--- config.mk ---
export PLATFORM = sky130hd
export DESIGN_NAME = sysrst_seq
export DESIGN_NICKNAME = d
export VERILOG_FILES = /design/src/rtl/sysrst_pkg.sv /design/src/rtl/sysrst_ctl.sv /design/src/rtl/sysrst_wgen.sv /design/src/rtl/sysrst_status.sv /design/src/rtl/sysrst_seq.sv
export SDC_FILE = /design/constraint.sdc
export NUM_CORES = 1
export LEC_CHECK = 0
export CORE_AREA = 4 4 115 73
export DETAILED_ROUTE_END_ITERATION = 8
export DIE_AREA = 0 0 119 77
export PLACE_DENSITY_LB_ADDON = 0.08
export SYNTH_ARGS = -nofsm -noshare
export SYNTH_HDL_FRONTEND = slang
export SYNTH_HIERARCHICAL = 1
export SYNTH_SLANG_ARGS = --single-unit
--- constraint.sdc ---
create_clock -name clk -period 3.71 [get_ports clk]
set_input_delay 1.113 -clock clk [delete_from_list [all_inputs] [get_ports clk]]
set_output_delay 1.113 -clock clk [all_outputs]
set_load 0.02 [all_outputs]
--- src/rtl/sysrst_pkg.sv ---
package sysrst_pkg;
  localparam int WORD_W = 32;
  localparam int NBYTES = WORD_W / 8;
  typedef logic [WORD_W-1:0] word_t;
  typedef logic [NBYTES-1:0] par_t;
  localparam word_t SC_FILL = 32'h0700_0000;

  // odd parity per byte: bit i makes byte i plus parity hold an odd count of ones
  function automatic par_t odd_par(input word_t w);
    par_t p;
    for (int i = 0; i < NBYTES; i++) p[i] = ~(^w[8*i +: 8]);
    return p;
  endfunction
endpackage

--- src/rtl/sysrst_ctl.sv ---
module sysrst_ctl #(
  parameter int TOTAL = 16,
  localparam int CNT_W = (TOTAL > 1) ? $clog2(TOTAL) : 1
) (
  input  logic             clk,
  input  logic             rst,
  input  logic             sys_req,
  output logic             busy,
  output logic [CNT_W-1:0] cnt,
  output logic             done,
  output logic             chan_rst
);
  localparam logic [CNT_W-1:0] LAST = CNT_W'(TOTAL - 1);

  always_ff @(posedge clk) begin
    if (rst) begin
      busy     <= 1'b0;
      cnt      <= '0;
      done     <= 1'b0;
      chan_rst <= 1'b0;
    end else begin
      done     <= 1'b0;
      chan_rst <= 1'b0;
      if (sys_req) begin
        busy     <= 1'b1;
        cnt      <= '0;
        chan_rst <= 1'b1;
      end else if (busy) begin
        cnt <= cnt + 1'b1;
        if (cnt == LAST) begin
          busy <= 1'b0;
          done <= 1'b1;
        end
      end
    end
  end
endmodule

--- src/rtl/sysrst_wgen.sv ---
module sysrst_wgen
  import sysrst_pkg::*;
#(
  parameter int LS_DEPTH = 64,
  parameter int TOTAL    = 128,
  parameter int ADDR_W   = 16,
  parameter logic [ADDR_W-1:0] SC_BASE = '0,
  localparam int CNT_W = (TOTAL > 1) ? $clog2(TOTAL) : 1,
  localparam int LS_AW = (LS_DEPTH > 1) ? $clog2(LS_DEPTH) : 1
) (
  input  logic              clk,
  input  logic              rst,
  input  logic              step,
  input  logic [CNT_W-1:0]  cnt,
  output logic              ls_we,
  output logic [LS_AW-1:0]  ls_addr,
  output word_t             ls_wdata,
  output par_t              ls_wpar,
  output logic              st_we,
  output logic [ADDR_W-1:0] st_addr,
  output word_t             st_wdata,
  output par_t              st_wpar
);
  localparam logic [CNT_W-1:0] LS_END = CNT_W'(LS_DEPTH);

  logic             in_ls;
  logic [CNT_W-1:0] sc_off;
  word_t            sc_word;

  always_comb begin
    in_ls   = (cnt < LS_END);
    sc_off  = cnt - LS_END;
    sc_word = (sc_off[1:0] == 2'd0) ? '0 : SC_FILL;
  end

  always_ff @(posedge clk) begin
    if (rst) begin
      ls_we <= 1'b0;
      st_we <= 1'b0;
    end else begin
      ls_we <= step && in_ls;
      st_we <= step && !in_ls;
    end
  end

  always_ff @(posedge clk) begin
    ls_addr  <= LS_AW'(cnt);
    ls_wdata <= '0;
    ls_wpar  <= odd_par('0);
    st_addr  <= SC_BASE + ADDR_W'(sc_off);
    st_wdata <= sc_word;
    st_wpar  <= odd_par(sc_word);
  end
endmodule

--- src/rtl/sysrst_status.sv ---
module sysrst_status #(
  parameter int NIRQ  = 8,
  parameter int NERR  = 8,
  parameter int IAR_W = 24
) (
  input  logic             clk,
  input  logic             rst,
  input  logic             sys_req,
  input  logic             busy,
  input  logic [NIRQ-1:0]  irq_set,
  input  logic [NERR-1:0]  err_set,
  input  logic             start,
  input  logic             iar_ld,
  input  logic [IAR_W-1:0] iar_din,
  output logic [NIRQ-1:0]  irq_pend,
  output logic [NERR-1:0]  err_flags,
  output logic [IAR_W-1:0] iar,
  output logic             stopped
);
  always_ff @(posedge clk) begin
    if (rst || sys_req) begin
      irq_pend  <= '0;
      err_flags <= '0;
      iar       <= '0;
      stopped   <= 1'b1;
    end else begin
      irq_pend  <= irq_pend | irq_set;
      err_flags <= err_flags | err_set;
      if (!busy) begin
        if (start)  stopped <= 1'b0;
        if (iar_ld) iar     <= iar_din;
      end
    end
  end
endmodule

--- src/rtl/sysrst_seq.sv ---
module sysrst_seq
  import sysrst_pkg::*;
#(
  parameter int LS_DEPTH = 64,
  parameter int NSUB     = 16,
  parameter int ADDR_W   = 16,
  parameter logic [ADDR_W-1:0] SC_BASE = 16'h0100,
  parameter int NIRQ     = 8,
  parameter int NERR     = 8,
  parameter int IAR_W    = 24,
  localparam int TOTAL   = LS_DEPTH + 4 * NSUB,
  localparam int CNT_W   = (TOTAL > 1) ? $clog2(TOTAL) : 1,
  localparam int LS_AW   = (LS_DEPTH > 1) ? $clog2(LS_DEPTH) : 1
) (
  input  logic              clk,
  input  logic              rst,
  input  logic              sys_req,
  input  logic [NIRQ-1:0]   irq_set,
  input  logic [NERR-1:0]   err_set,
  input  logic              start,
  input  logic              iar_ld,
  input  logic [IAR_W-1:0]  iar_din,
  output logic [NIRQ-1:0]   irq_pend,
  output logic [NERR-1:0]   err_flags,
  output logic [IAR_W-1:0]  iar,
  output logic              stopped,
  output logic              chan_rst,
  output logic              busy,
  output logic              done,
  output logic              ls_we,
  output logic [LS_AW-1:0]  ls_addr,
  output logic [31:0]       ls_wdata,
  output logic [3:0]        ls_wpar,
  output logic              st_we,
  output logic [ADDR_W-1:0] st_addr,
  output logic [31:0]       st_wdata,
  output logic [3:0]        st_wpar
);
  logic [CNT_W-1:0] cnt;

  sysrst_ctl #(.TOTAL(TOTAL)) ctl_i (
    .clk(clk), .rst(rst), .sys_req(sys_req),
    .busy(busy), .cnt(cnt), .done(done), .chan_rst(chan_rst)
  );

  sysrst_wgen #(
    .LS_DEPTH(LS_DEPTH), .TOTAL(TOTAL), .ADDR_W(ADDR_W), .SC_BASE(SC_BASE)
  ) wgen_i (
    .clk(clk), .rst(rst || sys_req), .step(busy), .cnt(cnt),
    .ls_we(ls_we), .ls_addr(ls_addr), .ls_wdata(ls_wdata), .ls_wpar(ls_wpar),
    .st_we(st_we), .st_addr(st_addr), .st_wdata(st_wdata), .st_wpar(st_wpar)
  );

  sysrst_status #(.NIRQ(NIRQ), .NERR(NERR), .IAR_W(IAR_W)) status_i (
    .clk(clk), .rst(rst), .sys_req(sys_req), .busy(busy),
    .irq_set(irq_set), .err_set(err_set), .start(start),
    .iar_ld(iar_ld), .iar_din(iar_din),
    .irq_pend(irq_pend), .err_flags(err_flags), .iar(iar), .stopped(stopped)
  );
endmodule

==> impl_metrics.yaml, run 1 <==
placement:
  portBuffers: 107
  dp_hpwl_mm: 4.40
  globalplace.congestion: 0.692
  post-place-ws_ns: 1.05
synth:
  ys_types: 30
  synth_cells: 308
  ys.warnings.count: 6
  seq_area_frac_synth_pct: 45.5
  synthFlopType: "dfxtp_1"
  synth_edf_count: 0
  netlist_area_sq_um: 2730
  postSynthAreaPerCell_sq_um: 8.86
  async_flop_share_pct: 0
  synth-seq-cells: 62
clock_network:
  cts_tree: "built"
  clock_latency_ns: 0.32
  cts_buffers: 9
  clockRootBuffer: "clkbuf_16"
  cts_buffer_depth: 2
  ctsHoldBuffers: 0
  postCtsResizedCells: 0
  clk_pin_slew_worst_paths_ns: 0.05
  h-tree-depth: 3
  clock-sinks: 62
  postCtsSetupBuffers: 0
routing:
  vias_per_cell: 3.85
  drt_iter0_markers: 77
  drt-wirelength-per-cell_microns: 11.7
  ant_nets: 0
  drcViolationCount: 0
  num_vias: 1971
  dr.pass1.iters: 4
  routed_wl_mm: 5.98
setup_path:
  worst_setup_path_end_kind: "output port"
  cp_slowest_cell: "clkdlybuf4s50_1"
  crit_chain: "clkdlybuf4s50_1"
  worstPathMaxFanout: 2
  start_kind: "flip-flop"
  r2r_slack_ns: 2.04
  path_class: "reg2out"
  rr_worst_depth: 4
  worstPathArrival_ns: 1.28
  slowest_delay_ns: 0.61
  crit_required_ns: 2.60
  path_delay_family: "buffers and inverters"
  path_depth: 1
  path_buf_inv: 1
outcome:
  status: "finished clean"
timing:
  grt_setup_unrepaired: "false"
  min_period_over_period_pct: 64.6
  setup-tns-final_ns: 0
  maxSlewHeadroom_pct: 38.7
  hold_violations: 0
  tightest_slew_ns: 0.920
  min_period_ns: 2.40
  max_freq_mhz: 417
  holdWs_ns: 0.400
  setup_viol: 0
  post-route-worst-setup-slack_ns: 1.31
  fin_skew_ns: 0.00428
  slew_violations: 0
hold_path:
  whs_path_depth: 0
  min_path_type: "reg2reg"
floorplan:
  core_sq_um: 7240
  fp.dieArea_sq_um: 9160
  die_w_microns: 119
  initial_core_util_pct: 37.7
  num_rows: 24
  pin_count: 185
  dieHeight_microns: 77
final_layout:
  drive_gt1_share_pct: 6.86
  area_growth_syn_to_layout_pct: 37.0
  n_fill_cell: 681
  nets: 451
  diodes: 0
  final_util_pct: 51.6
  final_cell_mix: "clkdlybuf4s50_1 (107), conb_1 (77), dfxtp_1 (62)"
  final_common_cell: "clkdlybuf4s50_1"
power_and_ir_drop:
  netSwitchingFraction_pct: 25.0
  power.density_nw_per_um2: 458
  p_int_uw: 1280
  leakage_uw: 0.00152
  ir_drop_mv: 0.272
  p_switching_uw: 428
  p_clk_share_pct: 44.3
  power.share.combinational_pct: 14.7
  pwr-share-seq_pct: 40.9
global_routing:
  overflow: 0
  grt_pass1_vias: 1838
  grt_start_max_net_pins: 42
  antenna_found_initial: 0
  grtUsageTotal_pct: 12.6
  grt_pass1_wl_mm: 9.16
job:
  maxCapViolCount: 0
## layer usage
layer  routed length, microns  vias up  track usage [%]
met2                     2620       95             19.2
met4                       70        0             4.16
li1                         -      994                -
met5                        0        -                0
met1                     2650      874             15.2
met3                      644        8             6.84
## cells in the mapped netlist, types with 3 or more instances
cell type,n,area [sq um]
nand2_1,50,188
a21oi_1,19,95.1
xor2_1,3,26.3
nor2_1,39,146
a21oi_2,7,61.3
or2_1,3,18.8
buf_4,87,653
dfxtp_1,62,1240
buf_6,8,90.1
nand2b_1,3,18.8
## power groups by stage
stage	clock [uW]	sequential (uW)	combinational, uW
final	759	701	252
after detailed placement	0	714	251
after global routing	815	702	270
after global placement	0	713	250
after CTS	787	700	252
after floorplan	0	739	198
## layout make-up
cell class	instances	area [sq um]	area share [%]
inverters	2	7.51	0.201
clock buffers	13	270	7.23
multi-input cells	221	997	26.7
clock inverters	1	5.00	0.134
well taps	104	130	3.48
repair buffers	109	1090	29.1
flip-flops and latches	62	1240	33.2
## through the flow
step                instance area [sq um]  cells  total power [uW]
global placement                     3460    498               964
finish                               3740    512              1710
floorplan                            3010    383               937
CTS                                  3740    512              1740
detailed placement                   3460    498               965
global route                         3740    512              1790
## flip-flops by register name, summed over array words and instances (netlist names)
signal,cells
ctl_i/done,1
wgen_i/st_wdata,1
status_i/err_flags,8
ctl_i/busy,1
ctl_i/chan_rst,1
wgen_i/st_we,1
status_i/irq_pend,8
wgen_i/st_addr,4
wgen_i/ls_we,1
wgen_i/st_wpar,1
wgen_i/ls_addr,3
status_i/stopped,1
ctl_i/cnt,7
status_i/iar,24
## cells by family after synthesis
| group | share of synthesized area, % |
|---|---|
| simple gates | 17.1 |
| fa+ha+maj | 0.459 |
| buf+inv | 28.3 |
| flops | 45.5 |
| xor+xnor | 1.28 |
| other cells | 0.275 |
| compound gates | 6.70 |
| mux | 0.367 |
## final timing paths
kind,from,end
setup / recovery,status_i/iar[13]$_SDFFE_PP0P_,iar[13]
hold / removal,ctl_i/cnt[5]$_SDFFE_PP0P_,wgen_i/st_addr[5]$_DFF_P_
setup reg to reg,ctl_i/busy$_SDFF_PP0_,status_i/iar[3]$_SDFFE_PP0P_
hold reg to reg,ctl_i/cnt[5]$_SDFFE_PP0P_,wgen_i/st_addr[5]$_DFF_P_
No activity file was read; power rests on OpenSTA's default activity.
==> inputs of run 2 (changes only) <==
--- a/config.mk
+++ b/config.mk
@@ -5,9 +5,9 @@
 export SDC_FILE = /design/constraint.sdc
 export NUM_CORES = 1
 export LEC_CHECK = 0
-export CORE_AREA = 4 4 115 73
+export CORE_AREA = 4 4 125 79
 export DETAILED_ROUTE_END_ITERATION = 8
-export DIE_AREA = 0 0 119 77
+export DIE_AREA = 0 0 129 83
 export PLACE_DENSITY_LB_ADDON = 0.08
 export SYNTH_ARGS = -nofsm -noshare
 export SYNTH_HDL_FRONTEND = slang
==> constraint.sdc (replaced) <==
create_clock -name clk -period 2.2 [get_ports clk]
set_input_delay 0.66 -clock clk [delete_from_list [all_inputs] [get_ports clk]]
set_output_delay 0.66 -clock clk [all_outputs]
set_load 0.02 [all_outputs]
==> impl_metrics.yaml, run 2 (synthesis results as in run 1) <==
setup_path:
  path_buf_inv: 1
  worstPathArrival_ns: 1.28
  slowest_delay_ns: 0.63
  path_class: "reg2out"
  cp_slowest_cell: "clkdlybuf4s50_1"
  start_kind: "flip-flop"
  r2r-start: "ctl_i/cnt[0]$_SDFFE_PP0P_"
  rr_endpoint: "ctl_i/cnt[6]$_SDFFE_PP0P_"
  worstPathMaxFanout: 2
  path_depth: 1
  crit_chain: "clkdlybuf4s50_1"
  r2r_slack_ns: 0.85
  crit_required_ns: 1.54
  path_delay_family: "buffers and inverters"
  crit_start: "status_i/iar[4]$_SDFFE_PP0P_"
  crit_end: "iar[4]"
  worst_setup_path_end_kind: "output port"
  rr_worst_depth: 4
final_layout:
  diodes: 0
  top_regs: "status_i/iar: 24 flops, status_i/err_flags: 8 flops, status_i/irq_pend: 8 flops"
  final_cells: 529
  final_cell_mix: "clkdlybuf4s50_1 (107), conb_1 (77), dfxtp_1 (62)"
  area_growth_syn_to_layout_pct: 41.1
  max_flop_register: "status_i/iar"
  final_util_pct: 43.5
  nets: 454
  largest_reg_flops: 24
  drive_gt1_share_pct: 7.99
  final_common_cell: "clkdlybuf4s50_1"
  n_fill_cell: 908
job:
  maxCapViolCount: 0
power_and_ir_drop:
  power.density_nw_per_um2: 821
  leakage_uw: 0.00156
  ir_drop_mv: 0.315
  power_uw: 3160
placement:
  globalplace.congestion: 0.708
  placed_cells_incl_taps: 513
  portBuffers: 107
  dp_hpwl_mm: 4.47
  post-place-ws_ns: 0.250
timing:
  min_period_ns: 1.94
  hold_violations: 0
  grt_setup_unrepaired: "false"
  fin_skew_ns: 0.00766
  max_freq_mhz: 515
  post-route-worst-setup-slack_ns: 0.259
  slew_violations: 0
  setup_viol: 0
  min_period_over_period_pct: 88.2
  setup-tns-final_ns: 0
routing:
  dr.pass1.iters: 4
  vias_per_cell: 3.76
  drcViolationCount: 0
  ant_nets: 0
  routed_wl_mm: 6.10
  num_vias: 1987
  drt_iter0_markers: 88
  drt-wirelength-per-cell_microns: 11.5
clock_network:
  ctsHoldBuffers: 0
  cts_buffer_depth: 2
  postCtsResizedCells: 0
  clock_latency_ns: 0.32
  cts_buffers: 9
  clk_pin_slew_worst_paths_ns: 0.05
  h-tree-depth: 3
  clock-sinks: 62
  cts_tree: "built"
  postCtsSetupBuffers: 0
  clockRootBuffer: "clkbuf_16"
floorplan:
  num_rows: 27
  initial_core_util_pct: 30.8
  fp.dieArea_sq_um: 10700
  core_sq_um: 8850
  die_w_microns: 129
  pin_count: 185
  dieHeight_microns: 83
global_routing:
  antenna_found_initial: 0
  grt_start_max_net_pins: 27
  grt_pass1_vias: 1839
  grtUsageTotal_pct: 11.3
  overflow: 0
  grt_pass1_wl_mm: 9.38
outcome:
  status: "finished clean"
hold_path:
  min_path_type: "reg2reg"
  whs_path_depth: 0
[run 2: cell types whose count changed in the layout (fill, tap and decap cells not counted), sizes merged]
cell	delta
buf	+3
bufinv	+2
[run 2: area by class of cell]
class	instances	area, sq um	area share [%]
Clock buffer	13	270	7.02
Tap cell	116	145	3.77
Inverter	2	7.51	0.195
Sequential cell	62	1240	32.3
Timing Repair Buffer	112	1120	29.1
Clock inverter	3	65.1	1.69
Multi-Input combinational cell	221	997	25.9
[run 2: worst min-delay path by stage]
stage | slack (ns) | start | end
after floorplan | 0.37 | ctl_i/cnt[5]$_SDFFE_PP0P_ | wgen_i/st_addr[5]$_DFF_P_
after global placement | 0.38 | ctl_i/cnt[5]$_SDFFE_PP0P_ | wgen_i/st_addr[5]$_DFF_P_
after detailed placement | 0.39 | ctl_i/cnt[5]$_SDFFE_PP0P_ | wgen_i/st_addr[5]$_DFF_P_
after CTS | 0.39 | ctl_i/cnt[5]$_SDFFE_PP0P_ | wgen_i/st_addr[5]$_DFF_P_
after global routing | 0.41 | ctl_i/cnt[5]$_SDFFE_PP0P_ | wgen_i/st_addr[5]$_DFF_P_
final | 0.39 | ctl_i/cnt[5]$_SDFFE_PP0P_ | wgen_i/st_addr[5]$_DFF_P_
[run 2: where the power goes]
group	leakage, uW	internal, uW	total, uW	switching [uW]
clock	0.000166	1080	1550	466
combinational	0.000891	172	433	261
sequential	0.000505	1160	1180	19.2
total	0.00156	2410	3160	746
[run 2: per-layer routing]
metal | up-vias | track usage, % | share of wire, %
li1 | 1001 | - | -
met1 | 876 | 14.3 | 44
met2 | 102 | 15.7 | 43
met3 | 8 | 6.11 | 12
met4 | 0 | 4.86 | 1.2
met5 | - | 0 | 0
[run 2: per-stage QoR]
step           area (sq um)  hold WS [ns]
3_3_place_gp           3510         0.384
4_1_cts                3850         0.394
6_report               3850         0.391
5_1_grt                3850         0.407
3_5_place_dp           3510         0.387
2_1_floorplan          3010         0.368
==> inputs of run 3 (changes only) <==
--- a/config.mk
+++ b/config.mk
@@ -5,9 +5,9 @@
 export SDC_FILE = /design/constraint.sdc
 export NUM_CORES = 1
 export LEC_CHECK = 0
-export CORE_AREA = 4 4 125 79
+export CORE_AREA = 4 4 136 73
 export DETAILED_ROUTE_END_ITERATION = 8
-export DIE_AREA = 0 0 129 83
+export DIE_AREA = 0 0 140 77
 export PLACE_DENSITY_LB_ADDON = 0.08
 export SYNTH_ARGS = -nofsm -noshare
 export SYNTH_HDL_FRONTEND = slang
==> impl_metrics.yaml, run 3 (synthesis results as in run 1) <==
clock_network:
  clock-sinks: 62
  clock_latency_ns: 0.32
  h-tree-depth: 3
  cts_buffers: 9
  clk_pin_slew_worst_paths_ns: 0.05
  cts_buffer_depth: 2
  clockRootBuffer: "clkbuf_16"
  postCtsSetupBuffers: 0
  ctsHoldBuffers: 0
  postCtsResizedCells: 0
  cts_tree: "built"
outcome:
  status: "finished clean"
power_and_ir_drop:
  ir_drop_mv: 0.386
  leakage_uw: 0.00155
  power.density_nw_per_um2: 810
  power_uw: 3110
hold_path:
  holdPathEnd: "wgen_i/st_addr[5]$_DFF_P_"
  hold_path_startpoint: "ctl_i/cnt[5]$_SDFFE_PP0P_"
  whs_path_depth: 0
  min_path_type: "reg2reg"
floorplan:
  die_w_microns: 140
  initial_core_util_pct: 31.8
  dieHeight_microns: 77
  pin_count: 185
  fp.dieArea_sq_um: 10800
  num_rows: 24
  core_sq_um: 8590
final_layout:
  multi_input_area_sq_um: 997
  final_cells: 529
  final_cell_area_sq_um: 3840
  nets: 453
  n_fill_cell: 839
  top_regs: "status_i/iar: 24 flops, status_i/err_flags: 8 flops, status_i/irq_pend: 8 flops"
  drive_gt1_share_pct: 7.52
  final_cell_mix: "clkdlybuf4s50_1 (107), conb_1 (77), dfxtp_1 (62)"
  final_common_cell: "clkdlybuf4s50_1"
  largest_reg_flops: 24
  diodes: 0
  area_growth_syn_to_layout_pct: 40.9
  max_flop_register: "status_i/iar"
  seqCellArea_sq_um: 1240
setup_path:
  path_class: "reg2out"
  crit_required_ns: 1.54
  slowest_delay_ns: 0.62
  start_kind: "flip-flop"
  worst_setup_path_end_kind: "output port"
  path_delay_family: "buffers and inverters"
  worstPathMaxFanout: 3
  r2r-start: "ctl_i/cnt[0]$_SDFFE_PP0P_"
  path_buf_inv: 1
  rr_worst_depth: 4
  rr_endpoint: "ctl_i/cnt[6]$_SDFFE_PP0P_"
  worstPathArrival_ns: 1.28
  crit_chain: "clkdlybuf4s50_1"
  cp_slowest_cell: "clkdlybuf4s50_1"
  r2r_slack_ns: 0.89
timing:
  min_period_ns: 1.94
  min_period_over_period_pct: 88.0
  max_freq_mhz: 516
  fin_skew_ns: 0.00744
  setup-tns-final_ns: 0
  hold_violations: 0
  setup_viol: 0
  post-route-worst-setup-slack_ns: 0.263
  slew_violations: 0
  grt_setup_unrepaired: "false"
global_routing:
  grt_pass1_vias: 1936
  antenna_found_initial: 0
  grtUsageTotal_pct: 11.5
  grt_start_max_net_pins: 41
  grt_pass1_wl_mm: 9.87
  overflow: 0
placement:
  post-place-ws_ns: 0.366
  portBuffers: 107
  place_area_sq_um: 3520
  placed_cells_incl_taps: 513
  globalplace.congestion: 0.734
  dp_hpwl_mm: 5.02
routing:
  drcViolationCount: 0
  ant_nets: 0
  vias_per_cell: 3.80
  num_vias: 2012
  dr.pass1.iters: 4
  routed_wl_mm: 6.39
  drt-wirelength-per-cell_microns: 12.1
  drt_iter0_markers: 48
job:
  maxCapViolCount: 0
[run 3: area by class of cell]
class / count / share of cell area, %
multi-input cells: 221 / 26.0
inverters: 2 / 0.195
clock inverters: 5 / 2.12
clock buffers: 11 / 6.32
well taps: 117 / 3.81
repair buffers: 111 / 29.3
flip-flops and latches: 62 / 32.3
[run 3: layer usage]
layer	GRT usage [%]	routed length (microns)	vias up
met5	0	0	-
met1	10.8	2240	908
met2	22.1	3560	98
met4	4.16	63	0
met3	5.22	529	4
li1	-	-	1002
[run 3: worst register-to-register path: cells and delay by family (launching register included)]
kind,cells,cell delay [ns]
AOI/OAI and AO/OA,1,0.15
adders and majority gates,1,0.24
DFF,1,0.44
and+or+nand+nor,2,0.42
[run 3: report_power, final]
part | switching (uW) | internal (uW) | total [uW] | leakage, uW
combinational | 265 | 173 | 438 | 0.000893
clock | 471 | 1020 | 1490 | 0.000156
sequential | 19.3 | 1160 | 1180 | 0.000505
total | 755 | 2360 | 3110 | 0.00155
[run 3: worst max-delay path by stage]
stage                                  start                            to  cells past startpoint
4_1_cts        status_i/iar[21]$_SDFFE_PP0P_                       iar[21]                      1
6_report         wgen_i/st_wdata[25]$_DFF_P_                  st_wdata[26]                      1
3_5_place_dp                          iar_ld  status_i/iar[9]$_SDFFE_PP0P_                      5
2_1_floorplan                        sys_req         ctl_i/done$_SDFF_PP0_                      3
5_1_grt          wgen_i/st_wdata[25]$_DFF_P_                  st_wdata[26]                      1
3_3_place_gp                          iar_ld  status_i/iar[6]$_SDFFE_PP0P_                      5
[run 3: per-stage QoR]
stage	util, %	hold WS (ns)
2_1_floorplan	-	0.368
5_1_grt	44.7	0.414
4_1_cts	44.7	0.395
6_report	44.7	0.390
3_3_place_gp	41.0	0.380
3_5_place_dp	41.0	0.384
